## src/rtl/sync_regen_pkg.sv

```systemverilog
package sync_regen_pkg;
  typedef enum logic {
    SRC_SEPARATE = 1'b0,
    SRC_ON_GREEN = 1'b1
  } hs_src_e;

  function automatic hs_src_e pick_hs_source(
    input logic force_en,
    input logic sel,
    input logic sep_seen,
    input logic sog_seen
  );
    hs_src_e pick;
    if (force_en)                  pick = hs_src_e'(sel);
    else if (sep_seen && sog_seen) pick = hs_src_e'(sel);
    else if (sog_seen)             pick = SRC_ON_GREEN;
    else                           pick = SRC_SEPARATE;
    return pick;
  endfunction
endpackage

```

## src/rtl/sync_regen_src_pick.sv

```systemverilog
module sync_regen_src_pick
  import sync_regen_pkg::*;
(
  input  logic    clk,
  input  logic    rst_n,
  input  logic    force_en,
  input  logic    sel,
  input  logic    sep_seen,
  input  logic    sog_seen,
  output hs_src_e pick_now,
  output hs_src_e pick_q
);
  hs_src_e pick_d;

  always_comb begin
    pick_d   = pick_hs_source(force_en, sel, sep_seen, sog_seen);
    pick_now = pick_d;
  end

  always_ff @(posedge clk or negedge rst_n) begin
    if (!rst_n) pick_q <= SRC_SEPARATE;
    else        pick_q <= pick_d;
  end
endmodule

```

## src/rtl/sync_regen_pulse.sv

```systemverilog
module sync_regen_pulse #(
  parameter int WIDTH_W = 8
) (
  input  logic               clk,
  input  logic               rst_n,
  input  logic               start,
  input  logic [WIDTH_W-1:0] width,
  output logic               active
);
  localparam logic [WIDTH_W-1:0] CNT_ZERO = '0;

  logic [WIDTH_W-1:0] cnt_q;
  logic [WIDTH_W-1:0] cnt_d;
  logic               load;
  logic               busy;
  logic               cnt_en;

  always_comb begin
    load   = start && (width != CNT_ZERO);
    busy   = (cnt_q != CNT_ZERO);
    cnt_en = load || busy;
    cnt_d  = cnt_q;
    if (load)      cnt_d = width;
    else if (busy) cnt_d = cnt_q - 1'b1;
  end

  always_ff @(posedge clk or negedge rst_n) begin
    if (!rst_n)      cnt_q <= CNT_ZERO;
    else if (cnt_en) cnt_q <= cnt_d;
  end

  assign active = busy;
endmodule

```

## src/rtl/sync_regen_vs_path.sv

```systemverilog
module sync_regen_vs_path (
  input  logic clk,
  input  logic rst_n,
  input  logic force_en,
  input  logic sel,
  input  logic follow_sep,
  input  logic pin_in,
  input  logic sep_in,
  input  logic keep,
  output logic vs_q
);
  logic use_sep;
  logic raw;
  logic vs_d;

  always_comb begin
    use_sep = force_en ? sel : follow_sep;
    raw     = use_sep ? sep_in : pin_in;
    vs_d    = keep ? raw : ~raw;
  end

  always_ff @(posedge clk or negedge rst_n) begin
    if (!rst_n) vs_q <= 1'b0;
    else        vs_q <= vs_d;
  end
endmodule

```

## src/rtl/sync_regen.sv

```systemverilog
module sync_regen
  import sync_regen_pkg::*;
#(
  parameter int WIDTH_W = 8
) (
  input  logic               clk,
  input  logic               rst_n,
  input  logic               line_start,
  input  logic               hs_sep_seen,
  input  logic               hs_sog_seen,
  input  logic               hs_override,
  input  logic               hs_select,
  input  logic [WIDTH_W-1:0] hs_width,
  input  logic               hs_out_neg,
  input  logic               vs_pin,
  input  logic               vs_sep,
  input  logic               vs_override,
  input  logic               vs_select,
  input  logic               vs_keep,
  output logic               hs_out,
  output logic               vs_out,
  output logic               hs_src_sog
);
  hs_src_e pick_now;
  hs_src_e pick_q;
  logic    pulse_on;

  sync_regen_src_pick u_pick (
    .clk      (clk),
    .rst_n    (rst_n),
    .force_en (hs_override),
    .sel      (hs_select),
    .sep_seen (hs_sep_seen),
    .sog_seen (hs_sog_seen),
    .pick_now (pick_now),
    .pick_q   (pick_q)
  );

  sync_regen_pulse #(.WIDTH_W(WIDTH_W)) u_pulse (
    .clk    (clk),
    .rst_n  (rst_n),
    .start  (line_start),
    .width  (hs_width),
    .active (pulse_on)
  );

  sync_regen_vs_path u_vs (
    .clk        (clk),
    .rst_n      (rst_n),
    .force_en   (vs_override),
    .sel        (vs_select),
    .follow_sep (pick_now == SRC_ON_GREEN),
    .pin_in     (vs_pin),
    .sep_in     (vs_sep),
    .keep       (vs_keep),
    .vs_q       (vs_out)
  );

  assign hs_out     = pulse_on ^ hs_out_neg;
  assign hs_src_sog = (pick_q == SRC_ON_GREEN);
endmodule

```

## config.mk

```make
export PLATFORM = sky130hd
export DESIGN_NAME = sync_regen
export DESIGN_NICKNAME = d
export VERILOG_FILES = /design/src/rtl/sync_regen_pkg.sv /design/src/rtl/sync_regen_src_pick.sv /design/src/rtl/sync_regen_pulse.sv /design/src/rtl/sync_regen_vs_path.sv /design/src/rtl/sync_regen.sv
export SDC_FILE = /design/constraint.sdc
export NUM_CORES = 1
export LEC_CHECK = 0
export CAP_MARGIN = 0
export CELL_PAD_IN_SITES_DETAIL_PLACEMENT = 1
export CELL_PAD_IN_SITES_GLOBAL_PLACEMENT = 2
export CORE_AREA = 4 4 46 48
export DETAILED_ROUTE_END_ITERATION = 8
export DIE_AREA = 0 0 50 52
export DONT_BUFFER_PORTS = 1
export PLACE_DENSITY_LB_ADDON = 0.1
export SYNTH_ARGS = -nofsm -noshare
export SYNTH_HDL_FRONTEND = slang
export SYNTH_SLANG_ARGS = --single-unit
export TNS_END_PERCENT = 10
```

## constraint.sdc

```tcl
create_clock -name clk -period 5.4 [get_ports clk]
set_input_delay 0.54 -clock clk [delete_from_list [all_inputs] [get_ports clk]]
set_output_delay 0.54 -clock clk [all_outputs]
set_load 0.01 [all_outputs]
```

==> results.sh <==
export IMPL_synth_main_ff_cell="dfrtp_1"
export IMPL_timing_final_crit_share_pct=45.05
export IMPL_yosys_area_share_simple_pct=22.20
export IMPL_syn_avg_cell_area_um2=9.864
export IMPL_cts_tree="done"
export IMPL_dr_first_iter_drc_count=8
export IMPL_grt_max_degree=11
export IMPL_rows=15
export IMPL_start_util_pct=34.65
export IMPL_synthTopCellsByCount="dfrtp_1, nor2_1, a21oi_1"
export IMPL_yosysTopAreaCellShare_pct=42.28
export IMPL_setup_tns_final_ns=0
export IMPL_critPathMaxFanout=5
export IMPL_grt_pass1_wl_um=2235
export IMPL_clockRootBuffer="clkbuf_4"
export IMPL_pin_count=24
export IMPL_final_hold_viol_count=0
export IMPL_worstPathRequired_ns=4.86
export IMPL_yosys_area_top_type="dfrtp_1"
export IMPL_grt_overflow_total=0
export IMPL_synth_compound_area_share_pct=15.22
export IMPL_fin_worst_skew_ns=0.001228
export IMPL_antenna_found_initial=0
export IMPL_core_um2=1708
export IMPL_port_buffers=0
export IMPL_synth_adder_area_share_pct=2.114
export IMPL_die_y_um=52
export IMPL_num_antenna_cells=0
export IMPL_postCtsSetupBuffers=0
export IMPL_via_per_inst=4.978
export IMPL_synthesis_nets=82
export IMPL_cp_top_family="simple AND/OR/NAND/NOR gates"
export IMPL_syn_inst=60
export IMPL_dieArea_um2=2600
export IMPL_timing_final_ws_setup_ns=2.967
export IMPL_drv_cap=0
export IMPL_p_total_uw=198.7
export IMPL_endpoint_kind="output pin"
export IMPL_firstDrtPassIters=3
export IMPL_synth_area_um2=591.8
export IMPL_hpwl_um=1045
export IMPL_peakVddDrop_mv=0.1059
export IMPL_setup_viol=0
export IMPL_crit_buf_inv=1
export IMPL_critPathArrivalTime_ns=1.89
export IMPL_insertion_delay_ns=0.27
export IMPL_synth_top_family_by_area="simple AND/OR/NAND/NOR gates"
export IMPL_drtAntennaViolNets=0
export IMPL_synthTopCellsByArea="dfrtp_1, xnor2_1, mux2i_1, xor2_1, a21oi_1"
export IMPL_dp_worst_setup_slack_ns=3.244
export IMPL_path_clk_slew_ns=0.07
export IMPL_rsz0062_at_grt="false"
export IMPL_ctsHtreeMaxLevel=1
export IMPL_post_drt_wl_per_cell_um=14.52
export IMPL_cts_inserted_buffers=3
export IMPL_ys_warnings_count=0
export IMPL_nNetsFinal=87
export IMPL_cts_resized_gates=0
export IMPL_status="finished, final reports clean"
export IMPL_first_global_vias=502
export IMPL_drive_above_1_share_pct=17.19
export IMPL_synth_edff_count=0
export IMPL_period_needed_ns=2.433
export IMPL_hold_ws_ns=0.3493
export IMPL_slew_violations=0
export IMPL_vias=443
export IMPL_syn2layout_area_growth_pct=12.26
export IMPL_ys_seq_elements=10
export IMPL_critical_path_class="reg2out"
export IMPL_die_w_um=50
export IMPL_yosysUniqueCellTypes=25
export IMPL_async_reset_ff_share_pct=100.0
export IMPL_clk_path_buf_depth=2
export IMPL_worstPathCellList="inv_1 -> ha_1 -> or3b_4 -> nand2b_1 -> xor2_1"
export IMPL_synth_xor_area_share_pct=10.36
export IMPL_worst_pin_slew_ns=0.4574
export IMPL_p_leak_nw=0.2751
export IMPL_crit_slowest_cell="dfrtp_1"
export IMPL_cts_sinks=10
export IMPL_gp_congestion=0.7310
export IMPL_worst_setup_path_start_kind="flip-flop"
export IMPL_totalWireLength_um=1292
export IMPL_hp_class="in2reg"
export IMPL_synthMostInstantiatedCell="dfrtp_1"
export IMPL_muxShareOfSynthArea_pct=5.074
export IMPL_yosysSeqAreaShare_pct=42.28
export IMPL_power_density_nw_per_um2=299.1
export IMPL_fmax_ghz=0.4111
export IMPL_slew_headroom_pct=69.41
export IMPL_grtUsageTotal_pct=11.88
export IMPL_drcViolationCount=0
export IMPL_critical_path_max_stage_delay_ns=0.42
==> state kept, by name (all words and copies together), names as in the netlist <==
signal	flops
u_vs.vs_q	1
u_pulse.cnt_q	8
u_pick.pick_q	1
==> report_power, final <==
group	leakage [nW]	switching (mW)	total, mW	internal (mW)
Combinational	0.136	0.0164	0.0341	0.0177
Clock	0.0210	0.0284	0.0693	0.0410
Sequential	0.118	0.0110	0.0953	0.0843
==> worst reg2reg max path, stage by stage (launching register included) <==
cell and delay, ns:
dfrtp_1 0.42, inv_1 0.07, ha_1 0.17, or3b_4 0.40, nand2b_1 0.27, mux2i_1 0.19
a22o_1 0.21
==> layer usage <==
metal / share of wire [%] / vias to the layer above / track usage (%)
li1: - / 220 / -
met1: 47 / 201 / 14.69
met5: 0 / - / 0
met3: 8.5 / 4 / 3.725
met4: 2.1 / 0 / 8.295
met2: 43 / 18 / 17.39
==> worst paths after layout <==
kind | from | to | slack, ns | depth (start not counted)
max in group asynchronous | rst_n | u_pulse.cnt_q[5] | 4.44 | 1
min | vs_keep | u_vs.vs_q | 0.35 | 1
min in group asynchronous | rst_n | u_vs.vs_q | 0.65 | 1
max | u_pulse.cnt_q[0] | hs_out | 2.97 | 5
max reg2reg | u_pulse.cnt_q[0] | u_pulse.cnt_q[1] | 3.57 | 6
min reg2reg | u_pulse.cnt_q[7] | u_pulse.cnt_q[7] | 0.61 | 2
==> repair_timing <==
action / CTS / global route
endpoints found under the hold margin: 10 / 0
endpoints found under the setup margin: 0 / 0
hold buffers: 1 / 0
==> cell usage in the layout (no fill, tap or decap) <==
cell type and count:
xnor2_1 4, nor4_1 1, nor3_1 3, nand2b_1 1, nor2b_1 1, or4_4 2
o21ba_2 1, clkbuf_4 3, nor2_1 6, clkbuf_8 1, o31ai_1 1, o21ai_1 3
a21oi_1 5, nand2_2 1, or4_1 1, ha_1 1, o21ai_4 1, mux2i_1 3
a22oi_1 1, a22o_1 1, dlygate4sd3_1 1, dfrtp_1 10, nand2_1 4, inv_1 3
xor2_1 3, nor4_2 1, or3b_4 1
==> logic make-up (layout without fill, tap and decap cells) <==
family	after synthesis	count (layout)
mux	3	3
flops	10	10
buf+inv	4	8
fa+ha+maj	1	1
xor+xnor	7	7
simple gates	22	22
compound gates	13	13
==> layout make-up <==
cell class	count	area, µm²
Sequential cell	10	250.2
Clock buffer	4	36.28
Inverter	3	11.26
Multi-Input combinational cell	46	325.3
Timing Repair Buffer	1	10.01
Fill cell	204	1044
Tap cell	25	31.28
==> metrics by stage <==
step	instance area, µm²	instances	util [%]
global placement	618.1	84	36.19
floorplan	591.8	60	-
detailed placement	618.1	84	36.19
finish	664.4	89	38.90
global route	664.4	89	38.90
CTS	664.4	89	38.90
Power figures use the tool's default switching activity.
